==> src/rtl/rx_pkg.sv <==
package rx_pkg;
  typedef enum logic [1:0] {
    ST_IDLE,
    ST_WAIT_HI,
    ST_REQ,
    ST_DRAIN
  } rx_state_e;
endpackage

==> src/rtl/rx_sync.sv <==
// Multi-flop synchronizer; resets to the released (high) level.
module rx_sync #(
  parameter int STAGES = 2
) (
  input  logic clk,
  input  logic rst,
  input  logic d,
  output logic q
);
  logic [STAGES-1:0] sr;

  generate
    if (STAGES == 1) begin : g_one
      always_ff @(posedge clk) begin
        if (rst) sr <= '1;
        else     sr <= d;
      end
    end else begin : g_chain
      always_ff @(posedge clk) begin
        if (rst) sr <= '1;
        else     sr <= {sr[STAGES-2:0], d};
      end
    end
  endgenerate

  assign q = sr[STAGES-1];
endmodule

==> src/rtl/rx_pinreg.sv <==
// Input register for the bus pins.
module rx_pinreg #(
  parameter int W = 9
) (
  input  logic         clk,
  input  logic         rst,
  input  logic [W-1:0] d,
  output logic [W-1:0] q
);
  always_ff @(posedge clk) begin
    if (rst) q <= '0;
    else     q <= d;
  end
endmodule

==> src/rtl/rx_outreg.sv <==
// Single-entry output register: zero-pads the captured bus value.
module rx_outreg #(
  parameter int DW = 9,
  parameter int OW = 16
) (
  input  logic          clk,
  input  logic          rst,
  input  logic          load,
  input  logic [DW-1:0] din,
  input  logic          ready,
  output logic          valid,
  output logic [OW-1:0] data,
  output logic          accept
);
  localparam int PAD = OW - DW;

  assign accept = valid & ready;

  always_ff @(posedge clk) begin
    if (rst) begin
      valid <= 1'b0;
      data  <= '0;
    end else if (load) begin
      valid <= 1'b1;
      data  <= {{PAD{1'b0}}, din};
    end else if (accept) begin
      valid <= 1'b0;
    end
  end
endmodule

==> src/rtl/rx_ctrl.sv <==
// Handshake sequencer with byte countdown.
module rx_ctrl
  import rx_pkg::*;
#(
  parameter int CW = 16
) (
  input  logic          clk,
  input  logic          rst,
  input  logic          start,
  input  logic [CW-1:0] start_count,
  input  logic          ack_s,
  input  logic          slot_free,
  input  logic          accept,
  output logic          req_n,
  output logic          busy,
  output logic          done,
  output logic          capture
);
  rx_state_e     state;
  logic [CW-1:0] remain;

  // Bus value is taken in the step that releases REQ.
  assign capture = (state == ST_REQ) && !ack_s;

  always_ff @(posedge clk) begin
    if (rst) begin
      state  <= ST_IDLE;
      remain <= '0;
      req_n  <= 1'b1;
      busy   <= 1'b0;
      done   <= 1'b0;
    end else begin
      done <= 1'b0;
      case (state)
        ST_IDLE: begin
          if (start) begin
            remain <= start_count;
            busy   <= 1'b1;
            state  <= ST_WAIT_HI;
          end
        end
        ST_WAIT_HI: begin
          if (ack_s && slot_free) begin
            req_n <= 1'b0;
            state <= ST_REQ;
          end
        end
        ST_REQ: begin
          if (!ack_s) begin
            req_n <= 1'b1;
            if (remain == '0) begin
              state <= ST_DRAIN;
            end else begin
              remain <= remain - CW'(1);
              state  <= ST_WAIT_HI;
            end
          end
        end
        ST_DRAIN: begin
          if (accept) begin
            busy  <= 1'b0;
            done  <= 1'b1;
            state <= ST_IDLE;
          end
        end
        default: state <= ST_IDLE;
      endcase
    end
  end
endmodule

==> src/rtl/cnt_async_rx.sv <==
module cnt_async_rx #(
  parameter int DW          = 9,
  parameter int OW          = 16,
  parameter int CW          = 16,
  parameter int SYNC_STAGES = 2
) (
  input  logic          clk,
  input  logic          rst,
  input  logic          start,
  input  logic [CW-1:0] start_count,
  input  logic [DW-1:0] bus_pins,
  input  logic          ack_n,
  output logic          req_n,
  output logic          out_valid,
  output logic [OW-1:0] out_data,
  input  logic          out_ready,
  output logic          busy,
  output logic          done
);
  logic          ack_seen;
  logic [DW-1:0] pins_q;
  logic          capture;
  logic          accept;

  rx_sync #(.STAGES(SYNC_STAGES)) u_sync (
    .clk (clk),
    .rst (rst),
    .d   (ack_n),
    .q   (ack_seen)
  );

  rx_pinreg #(.W(DW)) u_pins (
    .clk (clk),
    .rst (rst),
    .d   (bus_pins),
    .q   (pins_q)
  );

  rx_ctrl #(.CW(CW)) u_ctrl (
    .clk         (clk),
    .rst         (rst),
    .start       (start),
    .start_count (start_count),
    .ack_s       (ack_seen),
    .slot_free   (!out_valid),
    .accept      (accept),
    .req_n       (req_n),
    .busy        (busy),
    .done        (done),
    .capture     (capture)
  );

  rx_outreg #(.DW(DW), .OW(OW)) u_out (
    .clk    (clk),
    .rst    (rst),
    .load   (capture),
    .din    (pins_q),
    .ready  (out_ready),
    .valid  (out_valid),
    .data   (out_data),
    .accept (accept)
  );
endmodule

==> config.mk <==
export PLATFORM = sky130hd
export DESIGN_NAME = cnt_async_rx
export DESIGN_NICKNAME = d
export VERILOG_FILES = /design/src/rtl/rx_pkg.sv /design/src/rtl/rx_sync.sv /design/src/rtl/rx_pinreg.sv /design/src/rtl/rx_outreg.sv /design/src/rtl/rx_ctrl.sv /design/src/rtl/cnt_async_rx.sv
export SDC_FILE = /design/constraint.sdc
export NUM_CORES = 1
export LEC_CHECK = 0
export BUFFER_PORTS_ARGS = -buffer_cell sky130_fd_sc_hd__buf_2
export CORE_ASPECT_RATIO = 0.75
export CORE_MARGIN = 1.5
export CORE_UTILIZATION = 30
export DETAILED_ROUTE_END_ITERATION = 12
export PLACE_DENSITY_LB_ADDON = 0.2
export SYNTH_ARGS = -nofsm -noshare
export SYNTH_HDL_FRONTEND = slang
export SYNTH_HIERARCHICAL = 1
export SYNTH_SLANG_ARGS = --single-unit
==> constraint.sdc <==
create_clock -name clk -period 2.7 [get_ports clk]
set_input_delay 0.135 -clock clk [delete_from_list [all_inputs] [get_ports clk]]
set_output_delay 0.135 -clock clk [all_outputs]
set_load 0.05 [all_outputs]
# Word-level counts from Yosys, hierarchy flattened
# Index checks and enable logic that the tools add are counted.
[op_classes]
addsub = 1
eq_ne = 8
n_mux = 18
bitwise = 2
n_reduce_logical = 15
[ops]
columns = ["op", "n"]
rows = [
  ["$mux 16", 3],
  ["$pmux 16 s2", 1],
  ["$logic_not 16->1", 1],
  ["$sub 16x1->16 const B", 1],
  ["$mux 2", 5],
  ["$ne 2x2->1 const B", 4],
  ["$pmux 2 s4", 1],
  ["$reduce_and 4->1", 2],
  ["$reduce_bool 2->1", 4],
  ["$mux 1", 6],
  ["$reduce_and 3->1", 2],
  ["$eq 2x2->1 const B", 2],
  ["$pmux 1 s2", 2],
  ["$eq 2x1->1 const B", 1],
  ["$logic_and 1x1->1", 2],
  ["$logic_not 1->1", 2],
  ["$logic_not 2->1", 1],
  ["$ne 2x1->1 const B", 1],
  ["$reduce_or 2->1", 1],
  ["$and 1x1->1", 1],
  ["$not 1->1", 1],
]
[totals]
ff_bits = 42
in_bits = 30
out_inout_bits = 20
word_cells = 53

# Longest topological paths before layout
# Gate-level depths: netlist (run 1).
[depth]
depth_word = 4
ltp_mapped = 8
depth_no_buf = 6

# Cells and area by module
# Netlist (run 1), hierarchy kept.
[modules_own_cells]
columns = ["mod", "n_inst", "cells_each", "area_per_inst_um2", "seq_area_each_um2"]
rows = [
  ["rx_ctrl", 1, 193, 1519.0, 420.4],
  ["rx_outreg", 1, 42, 417.9, 200.2],
  ["rx_pinreg", 1, 18, 236.5, 180.2],
  ["rx_sync", 1, 4, 52.6, 40.0],
  ["cnt_async_rx", 1, 1, 3.8, 0.0],
]

# Worst setup path before layout (run 1)
# No wires, ideal clock.
[synth_path]
path_kind = "register to register"
start = "reg u_ctrl.state[0]"
end = "reg u_ctrl.remain[9]"
setup_time_ns = 0.130
arrival_ns = 2.090
required_ns = 2.570
path_slack_ns = 0.480
path_stages_with_launch = 8
path_buffers = 1
synth_period_minus_slack_ns = 2.220
path_cell_list = "dfxtp_1 -> inv_1 -> ha_1 -> or4b_2 -> or4_4 -> buf_6 -> nand2_2 -> o211ai_1"
[synth_between]
elab_chain_len = 3
word_cells_on_any_way = 8
classes_between = "eq/ne: 4; mux: 1; reduce/logical: 3"
[synth_lines]
columns = ["item", "line", "rtl"]
rows = [
  ["start: declaration", "rx_ctrl.sv:19", "rx_state_e state;"],
  ["start signal: assignment", "rx_ctrl.sv:27", "state <= ST_IDLE;"],
  ["start signal: assignment", "rx_ctrl.sv:39", "state <= ST_WAIT_HI;"],
  ["start signal: assignment", "rx_ctrl.sv:45", "state <= ST_REQ;"],
  ["$eq 2x2->1 or $logic_not 2->1 (tied branches)", "rx_ctrl.sv:34", "case (state)"],
  ["$ne 2x2->1 (no source line) or $reduce_bool 2->1 (tied branches)", "--", ""],
  ["$reduce_and 4->1 (no source line)", "--", ""],
  ["end signal: assignment", "rx_ctrl.sv:37", "remain <= start_count;"],
  ["end signal: assignment", "rx_ctrl.sv:54", "remain <= remain - CW'(1);"],
  ["end: declaration", "rx_ctrl.sv:20", "logic [CW-1:0] remain;"],
]
# Several ways; a longest one is shown, not always the timed one.
# A chain may end at the register's enable or synchronous reset.

# Worst setup path in the final report (run 1)
[layout_path]
start = "reg u_ctrl.state[0]"
end = "reg u_ctrl.remain[15]"
# Same word-level chain as after synthesis.

==> results of run 1 <==
## power by group through the flow
stage	Sequential (W)	Combinational [W]	Clock (W)
2_1_floorplan	0.000903	0.000968	0
3_3_place_gp	0.000896	0.00140	0
3_5_place_dp	0.000892	0.00138	0
4_1_cts	0.000879	0.00139	0.000516
5_1_grt	0.000904	0.00154	0.000546
6_report	0.000886	0.00140	0.000499
## path summary, 6_finish.rpt
path,from,endpoint,slack [ns]
max,u_ctrl/state[0],u_ctrl/remain[15],0.36
max reg2reg,u_ctrl/state[0],u_ctrl/remain[15],0.36
min,ack_n,u_sync/sr[0],0.02
min reg2reg,u_sync/sr[0],u_sync/sr[1],0.42
## kinds of logic after synthesis
kind of cell    Yosys count  share of synthesized area [%]
buf+inv                  34                           8.14
simple gates            106                           27.2
compound gates           59                           19.0
flops                    42                           37.7
other cells               1                          0.168
fa+ha+maj                 5                           2.81
mux                      11                           4.99
## synth_stat cells, types with 5 or more instances
cell and count:
nand4_1 6, o211ai_1 5, mux2i_1 10, clkbuf_1 9, nand2b_1 9, a21oi_1 17, dfxtp_1 42, nand2_1 10
o31ai_1 5, nor2_1 18, nor3_1 10, nand3_1 10, a31oi_1 6, nor4_1 6, nor2b_1 12, inv_1 11
ha_1 5, buf_4 7
## critical path: cells and delay by family, from the launching register on
family	cells	cell delay [ns]
DFF	1	0.35
AOI/OAI and AO/OA	1	0.12
adders and majority gates	1	0.16
and+or+nand+nor	3	1.47
buffers and inverters	1	0.09
## registers in the layout, summed over array words and instances (netlist names), 2 cells and up
signal,flops
u_ctrl/remain,16
u_ctrl/state,2
u_out/data,9
u_pins/q,9
u_sync/sr,2
## stage by stage
step / hold WS [ns] / power, W / cells / setup WS (ns) / util [%]
after floorplan: 0.207 / 0.00187 / 264 / 0.480 / -
after global routing: 0.0117 / 0.00299 / 400 / 0.264 / 36.1
after global placement: 0.318 / 0.00230 / 392 / 0.408 / 34.5
after CTS: 0.00839 / 0.00278 / 400 / 0.373 / 36.1
after detailed placement: 0.321 / 0.00227 / 392 / 0.389 / 34.5
final: 0.0174 / 0.00279 / 400 / 0.360 / 36.1
## cell type report
class                           instances  area (µm²)  area share, %
Timing Repair Buffer                   50         270           10.3
Clock buffer                            5        68.8           2.62
Tap cell                              101         126           4.82
Clock inverter                          3        45.0           1.72
Sequential cell                        42         841           32.1
Multi-Input combinational cell        188        1230           46.9
Inverter                               11        41.3           1.57
## layer usage
layer	track usage, %	vias to the layer above	routed length [µm]
li1	-	1007	-
met1	22.4	924	2970
met2	19.7	46	2350
met3	3.06	5	257
met4	3.56	0	48
met5	0	-	0
==> impl_results.md, run 1 <==
- Post-DP HPWL: 3.95 mm
- #FFs+latches synth: 42
- Grt ovf: 0
- Post-synth top flop: dfxtp_1
- Worst setup EP type: flip-flop
- Worst Tran Pin Value: 0.765 ns
- Critical-path cell list: inv_1 -> ha_1 -> or4b_2 -> or4_4 -> nand2_2 -> o32ai_1
- Most frequent cells in the layout: 42 x buf_2, 42 x dfxtp_1, 18 x nor2_1
- Nets: 333
- Share of the synthesized area in the top cell type: 37.7%
- Vias in the first global route: 1,724
- Num CTS Buffers: 5
- Area leader, netlist: dfxtp_1
- Largest net degree at the start of global routing: 35
- Rel. slew slack: 48.5%
- Min Tclk post-route: 2.34 ns
- Sum Neg Setup Slack: 0 ns
- LEAKAGE: 1.03 nW
- Tot GR Track Use: 14.4%
- # port buffers: 42
- Setup bufs post-CTS: 0
- Failing checks: DRC
- Ant. Diodes: 0
- Gate power share: 50.3%
- Via count: 1,982
- Worst path max stage delay: 0.66 ns
- DRC Markers: 1
- Crit path DAT: 2.49 ns
- Clk sink count: 42
- CTS max path bufs: 2
- Final Hold Vio Count: 0
- Switching Fraction: 44.1%
- Later-pin clock latency in the skew report: 0.29 ns
- Skew final: 0.00863 ns
- Chip Width: 103 µm
- Share of layout cells above drive strength 1: 23.1%
- Status: finished, violations left
- Critical path class: flip-flop to flip-flop
- RSZ-0062 raised after global routing: false
- WHS Path Cells: 2
- 1st-iter DRT viols: 139
- NetSw: 0.00123 W
- Finished Cell Area: 2620 µm²
- CTS clock-pin slew for the worst setup and hold paths: 0.08 ns
- FILL cells: 767
- P&R area growth vs syn: 17.6%
- WP data required: 2.85 ns
- Final setup fails: 0
- Routed WL per cell: 14.1 µm
- Clock share of power: 17.9%
- Initial antenna violation count: 0
- Die area: 7960 µm²
- Top cells by area, synth: dfxtp_1 38%, mux2i_1 4.5%, a21oi_1 3.8%
- Die height: 77.7 µm
- CTS Root Cell: clkbuf_8
- CTS resizes: 0
- Hold Buf Count CTS: 0
- Tcrit/Tclk final: 86.7%
- Max_cap viols: 0
- Core area: 7260 µm²
- Site Rows: 27
- TritonRoute pass-1 iters: 8
- Post-Syn Area per Cell: 8.64 µm²
- Via density: 4.96
- Final GP Congestion: 0.843
- Int Pwr: 0.00156 W
- Ys Warns: 6
- Synth cell types: 57
- R2r worst-path depth: 6
- Initial Util: 30.7%
- Cell count after synthesis: 258
- Placed Instance Area: 2510 µm²
- Max-slew violation count: 0
- Post-synth EDFFs: 0
- H-tree levels: 2
- CTS tree: done
- CP Max Fanout: 8
- Hold WC Path Type: primary input to flip-flop
- Asr flop ratio synth: 0%
- Total Wirelength: 5.63 mm
- Post-synthesis sequential area ratio: 37.7%
- Routed Antenna Nets: 0
- Worst VDD drop: 0.376 mV
- Sequential fraction of design power: 31.8%
- Synth Cell Area: 2230 µm²
- Type of origin of the critical path: flip-flop
- Achievable frequency: 427 MHz
- Power Dens Cells: 1060 nW/µm²
- Crit path max-delay cell type: or4b_2
- # IOs: 50
- Global-route wire length before repair: 9.09 mm
No activity file was read; power rests on OpenSTA's default activity.
==> run 2, diff against run 1 <==
--- a/config.mk
+++ b/config.mk
@@ -9,7 +9,9 @@
 export CORE_ASPECT_RATIO = 0.75
 export CORE_MARGIN = 1.5
 export CORE_UTILIZATION = 30
+export CTS_BUF_LIST = sky130_fd_sc_hd__clkbuf_8
 export DETAILED_ROUTE_END_ITERATION = 12
+export GPL_TIMING_DRIVEN = 0
 export PLACE_DENSITY_LB_ADDON = 0.2
 export SYNTH_ARGS = -nofsm -noshare
 export SYNTH_HDL_FRONTEND = slang
==> run 2 against run 1 <==
Net effect: the flow still finishes with violations (DRC); fmax fell by 6.2%; combinational power barely moved; cell area rose by 3.1%; core utilization rose by 1.1 points; register-to-register slack got worse by 0.15 ns; clock skew fell by 0.0057 ns; first-iteration DRC count fell by 1.4%; via count rose by 4.1%; non-clock buffer count rose by 14; sequential power fell by 1%; critical endpoint is now u_ctrl/remain[9]; highest routed layer unchanged.
==> impl_results.md, run 2 (same netlist as run 1, synthesis figures left out) <==
- Status: finished, violations left
- Failing checks: DRC
- RR Startpoint: u_ctrl/state[0]
- Int Pwr: 0.00152 W (-2.8%)
- Crit path from: u_ctrl/state[0]
- CTS clock-pin slew for the worst setup and hold paths: 0.08 ns (about the same)
- Nets: 347 (+4.2%)
- H-tree levels: 2 (unchanged)
- Clock share of power: 17.7% (-0.2 points)
- FILL cells: 748 (-2.5%)
- Later-pin clock latency in the skew report: 0.29 ns (about the same)
- CTS max path bufs: 2 (unchanged)
- Worst VDD drop: 0.288 mV (-24%)
- Die area: 7960 µm² (unchanged)
- 1st-iter DRT viols: 137 (-1.4%)
- Die height: 77.7 µm (unchanged)
- LEAKAGE: 1.08 nW (+4.8%)
- Final core utilization: 37.2% (+1.1 points)
- DRC Markers: 1 (unchanged)
- WP data required: 2.87 ns (+0.02 ns)
- Rel. slew slack: 33.2% (-15 points)
- Critical path class: flip-flop to flip-flop
- Global-route wire length before repair: 9.43 mm (+3.8%)
- Most flops, register: u_ctrl/remain
- Core area: 7260 µm² (unchanged)
- Top flop regs: u_ctrl/remain: 16 flops, u_out/data: 9 flops, u_pins/q: 9 flops
- Initial Util: 30.7% (unchanged)
- Hold WC Path Type: primary input to flip-flop
- Min Tclk post-route: 2.49 ns (+0.155 ns)
- Setup bufs post-CTS: 0 (unchanged)
- # port buffers: 41 (-2.4%)
- Max-slew violation count: 0 (unchanged)
- Initial antenna violation count: 0 (unchanged)
- Switching Fraction: 45.1% (+1.0 points)
- Final GP Congestion: 0.855 (+1.3%)
- Grt ovf: 0 (unchanged)
- NetSw: 0.00125 W (+1.4%)
- Final setup fails: 0 (unchanged)
- Ant. Diodes: 0 (unchanged)
- Routed Antenna Nets: 0 (unchanged)
- R2R Path End: u_ctrl/remain[9]
- Largest net degree at the start of global routing: 20 (-43%)
- Max FFs per register: 16 (unchanged)
- Via density: 4.98 (+0.57%)
- Num CTS Buffers: 5 (unchanged)
- RSZ-0062 raised after global routing: false
- R2R Setup Slk: 0.21 ns (-0.15 ns)
- Power Dens Cells: 1020 nW/µm² (-4.0%)
- CP Max Fanout: 8 (unchanged)
- Most common cell after layout, fill and taps aside: buf_2
- Worst setup EP type: flip-flop
- Site Rows: 27 (unchanged)
- Final Hold Vio Count: 0 (unchanged)
- Tcrit/Tclk final: 92.4% (+5.7 points)
- Clk sink count: 42 (unchanged)
- P&R area growth vs syn: 21.3%
- Tot GR Track Use: 15.2% (+0.80 points)
- R2r worst-path depth: 7 (+1)
- Crit path DAT: 2.67 ns (+0.18 ns)
- CTS tree: done
- Post-DP HPWL: 4.25 mm (+7.6%)
- Max_cap viols: 0 (unchanged)
- Hold endpoint: u_sync/sr[0]
- Via count: 2,063 (+4.1%)
- Type of origin of the critical path: flip-flop
- Sequential fraction of design power: 31.7% (about the same)
- Sum Neg Setup Slack: 0 ns (unchanged)
- TritonRoute pass-1 iters: 11 (+3)
- Share of layout cells above drive strength 1: 24.0% (+0.88 points)
- Gate power share: 50.6% (+0.3 points)
- CTS Root Cell: clkbuf_8
- WHS Path Cells: 2 (unchanged)
- Achievable frequency: 401 MHz (-6.2%)
- Chip Width: 103 µm (unchanged)
- HP Start: ack_n
- Most frequent cells in the layout: 44 x buf_2, 42 x dfxtp_1, 18 x nor2_1
- Total Wirelength: 5.84 mm (+3.8%)
- Worst Tran Pin Value: 0.993 ns (+0.228 ns)
- Vias in the first global route: 1,861 (+7.9%)
- Hold Buf Count CTS: 0 (unchanged)
- Skew final: 0.00295 ns (-0.00568 ns)
- # IOs: 50 (unchanged)
- Routed WL per cell: 14.1 µm (+0.26%)
==> run 2: changes by cell type in the layout (fill, tap and decap cells not counted) <==
cell | previous run | this run
buf_2 | 42 | 44
nor3b_1 | 3 | 2
nor4_1 | 6 | 5
buf_4 | 8 | 7
nor3b_2 | 0 | 1
clkbuf_2 | 0 | 1
inv_1 | 11 | 12
clkbuf_1 | 0 | 9
buf_6 | 0 | 3
clkinvlp_4 | 2 | 1
nor4_2 | 0 | 1
==> run 2: repair_timing <==
item,4_1_cts,5_1_grt
endpoints found under the setup margin,6,8
pin swaps,0,0
gates resized for setup,1,1
==> run 2: stage by stage <==
| step | hold slack [ns] | std cells | setup WS [ns] | cell area [µm²] | total power, W |
|---|---|---|---|---|---|
| after global routing | 0.00372 | 414 | 0.102 | 2710 | 0.00296 |
| after CTS | 0.00505 | 414 | 0.0856 | 2700 | 0.00274 |
| after detailed placement | 0.317 | 406 | -0.107 | 2580 | 0.00223 |
| after floorplan | 0.207 | 264 | 0.480 | 2250 | 0.00187 |
| final | 0.0153 | 414 | 0.205 | 2710 | 0.00276 |
| after global placement | 0.317 | 406 | -0.184 | 2580 | 0.00224 |
==> run 2: worst max path at each step <==
stage                                   end  slack, ns  depth (start not counted)
after floorplan            u_ctrl/remain[9]       0.48                          7
after global placement    u_ctrl/remain[15]      -0.18                          7
after detailed placement  u_ctrl/remain[15]      -0.11                          7
after CTS                  u_ctrl/remain[1]       0.09                          7
after global routing       u_ctrl/remain[4]       0.10                          7
final                      u_ctrl/remain[9]       0.21                          7
==> run 2: metal layers <==
| layer | vias up | GRT usage (%) | part of all wire, % |
|---|---|---|---|
| li1 | 1038 | - | - |
| met1 | 960 | 23.2 | 51 |
| met2 | 61 | 21.1 | 43 |
| met3 | 4 | 3.42 | 5.5 |
| met4 | 0 | 3.97 | 0.55 |
| met5 | - | 0 | 0 |
==> run 2: area by class of cell <==
cell class | instances | area [µm²] | area share [%]
Buffer | 23 | 140 | 5.18
Clock buffer | 5 | 68.8 | 2.54
Clock inverter | 3 | 41.3 | 1.53
Inverter | 11 | 41.3 | 1.53
Multi-Input combinational cell | 188 | 1240 | 45.9
Sequential cell | 42 | 841 | 31.1
Tap cell | 101 | 126 | 4.67
Timing Repair Buffer | 41 | 205 | 7.59
==> run 2: worst max-delay path, cell delays in order, from the launching register on <==
cell	delay [ns]
dfxtp_1	0.36
inv_1	0.10
ha_1	0.26
or4b_2	0.69
or4_4	0.51
buf_6	0.15
nand2_2	0.17
o211ai_1	0.12
==> run 2: power groups by stage <==
| stage | sequential, W | clock [W] | combinational (W) |
|---|---|---|---|
| global route | 0.000898 | 0.000542 | 0.00152 |
| floorplan | 0.000903 | 0 | 0.000968 |
| CTS | 0.000871 | 0.000507 | 0.00136 |
| detailed placement | 0.000886 | 0 | 0.00134 |
| finish | 0.000876 | 0.000489 | 0.00140 |
| global placement | 0.000885 | 0 | 0.00136 |
==> run 3, diff against run 2 <==
--- a/config.mk
+++ b/config.mk
@@ -13,6 +13,7 @@
 export DETAILED_ROUTE_END_ITERATION = 12
 export GPL_TIMING_DRIVEN = 0
 export PLACE_DENSITY_LB_ADDON = 0.2
+export RECOVER_POWER = 100
 export SYNTH_ARGS = -nofsm -noshare
 export SYNTH_HDL_FRONTEND = slang
 export SYNTH_HIERARCHICAL = 1
==> run 3 against run 2 <==
Net effect: the flow still finishes with violations (DRC); clock skew rose by 0.00088 ns; register-to-register slack barely moved; routed wire length fell by 0.15%; fmax rose by 0.19%; sequential power barely moved; global-route usage did not move; final cell count did not move; setup slack improved by 0.0048 ns; largest power group unchanged; critical path type unchanged; clock power barely moved; via count fell by 0.82%.
==> impl_results.md, run 3 (same netlist as run 1, synthesis figures left out) <==
- Power Dens Cells: 1030 nW/µm² (+0.62%)
- Achievable frequency: 402 MHz (+0.19%)
- Type of origin of the critical path: flip-flop
- RR Startpoint: u_ctrl/state[0]
- CTS tree: done
- Later-pin clock latency in the skew report: 0.29 ns (about the same)
- Max_cap viols: 0 (unchanged)
- CTS clock-pin slew for the worst setup and hold paths: 0.08 ns (about the same)
- 1st-iter DRT viols: 121 (-12%)
- Routed Antenna Nets: 0 (unchanged)
- Post-DP HPWL: 4.25 mm (unchanged)
- P&R area growth vs syn: 20.0%
- Min Tclk post-route: 2.49 ns (-0.00481 ns)
- Initial Util: 30.7% (unchanged)
- TritonRoute pass-1 iters: 8 (-3)
- Met3 Use GR: 3.42% (unchanged)
- Status: finished, violations left
- Site Rows: 27 (unchanged)
- Met1 Track Usage GR: 23.2% (unchanged)
- Grt ovf: 0 (unchanged)
- Tcrit/Tclk final: 92.2% (-0.18 points)
- Rel. slew slack: 33.9% (+0.71 points)
- RSZ-0062 raised after global routing: false
- Via density: 4.94 (-0.82%)
- # port buffers: 41 (unchanged)
- Largest net degree at the start of global routing: 20 (unchanged)
- Final setup fails: 0 (unchanged)
- LEAKAGE: 1.02 nW (-5.9%)
- WHS Path Cells: 2 (unchanged)
- CTS resizes: 1 (unchanged)
- Worst Tran Pin Value: 0.982 ns (-0.0105 ns)
- # IOs: 50 (unchanged)
- Chip Width: 103 µm (unchanged)
- Hold Buf Count CTS: 0 (unchanged)
- Worst setup EP type: flip-flop
- H-tree levels: 2 (unchanged)
- CTS max path bufs: 2 (unchanged)
- M2 GR Usage: 21.1% (unchanged)
- Die height: 77.7 µm (unchanged)
- CTS Root Cell: clkbuf_8
- Most common cell after layout, fill and taps aside: dfxtp_1
- Most flops, register: u_ctrl/remain
- Clk sink count: 42 (unchanged)
- Skew final: 0.00383 ns (+0.000882 ns)
- Final GP Congestion: 0.855 (unchanged)
- DRC Markers: 1 (unchanged)
- R2r worst-path depth: 7 (unchanged)
- Top Usage Layer GRT: met1
- Via count: 2,046 (-0.82%)
- Crit path DAT: 2.66 ns (about the same)
- Max-slew violation count: 0 (unchanged)
- Total Wirelength: 5.83 mm (-0.15%)
- Vias in the first global route: 1,861 (unchanged)
- Sum Neg Setup Slack: 0 ns (unchanged)
- Failing checks: DRC
- HP Start: ack_n
- Setup bufs post-CTS: 0 (unchanged)
- Die area: 7960 µm² (unchanged)
- Core area: 7260 µm² (unchanged)
- Worst VDD drop: 0.289 mV (+0.33%)
- Hold WC Path Type: primary input to flip-flop
- Hold WS: 0.0151 ns (-0.000185 ns)
- Critical path class: flip-flop to flip-flop
- Final Hold Vio Count: 0 (unchanged)
- Max FFs per register: 16 (unchanged)
- Global-route wire length before repair: 9.43 mm (unchanged)
- Nets: 347 (unchanged)
- Ant. Diodes: 0 (unchanged)
- Share of layout cells above drive strength 1: 18.8% (-5.1 points)
- Top flop regs: u_ctrl/remain: 16 flops, u_out/data: 9 flops, u_pins/q: 9 flops
- WP data required: 2.87 ns (about the same)
- Tot GR Track Use: 15.2% (unchanged)
- Routed WL per cell: 14.1 µm (-0.15%)
- Num CTS Buffers: 5 (unchanged)
- CP Max Fanout: 8 (unchanged)
- Crit path from: u_ctrl/state[0]
- Initial antenna violation count: 0 (unchanged)
- Most frequent cells in the layout: 42 x dfxtp_1, 29 x buf_2, 24 x clkbuf_1
-- run 3: cell types whose count changed in the layout (fill, tap and decap cells not counted) --
cell | before | now
buf_2 | 44 | 29
clkbuf_1 | 9 | 24
or4_4 | 1 | 0
buf_6 | 3 | 2
or4_1 | 3 | 4
clkbuf_2 | 1 | 2
-- run 3: path summary, 6_finish.rpt --
path | slack [ns] | endpoint
min | 0.02 | u_sync/sr[0]
min reg2reg | 0.41 | u_sync/sr[1]
max | 0.21 | u_ctrl/remain[9]
max reg2reg | 0.21 | u_ctrl/remain[9]
-- run 3: metal layers --
metal	share of wire, %	wire, µm
met1	50	2940
met2	42	2460
met3	6.6	386
met4	0.69	40
met5	0	0
-- run 3: power by group --
part | switching, W | internal, W | leakage [nW] | total (W)
clock | 0.000218 | 0.000272 | 0.0556 | 0.000490
combinational | 0.000890 | 0.000492 | 0.616 | 0.00138
sequential | 0.000132 | 0.000745 | 0.345 | 0.000876
total | 0.00124 | 0.00151 | 1.02 | 0.00275
-- run 3: layout make-up --
cell class / instances / area, µm²
Tap cell: 101 / 126
Multi-Input combinational cell: 188 / 1240
Clock inverter: 3 / 41.3
Timing Repair Buffer: 41 / 188
Inverter: 11 / 41.3
Buffer: 23 / 133
Fill cell: 758 / 4590
Clock buffer: 5 / 68.8
Sequential cell: 42 / 841
-- run 3: per-stage QoR --
| step | power, W | utilization (%) | instances | worst slack, ns | area, µm² |
|---|---|---|---|---|---|
| after floorplan | 0.00187 | - | 264 | 0.480 | 2250 |
| after global placement | 0.00224 | 35.6 | 406 | -0.184 | 2580 |
| after detailed placement | 0.00223 | 35.6 | 406 | -0.107 | 2580 |
| after CTS | 0.00274 | 37.2 | 414 | 0.0856 | 2700 |
| after global routing | 0.00295 | 36.8 | 414 | 0.102 | 2680 |
| final | 0.00275 | 36.8 | 414 | 0.210 | 2680 |
-- run 3: worst max-delay path, stage by stage, from the launching register on --
cell and delay (ns):
dfxtp_1 0.36, inv_1 0.10, ha_1 0.25, or4b_2 0.69
or4_1 0.51, buf_6 0.16, nand2_2 0.16, o211ai_1 0.12
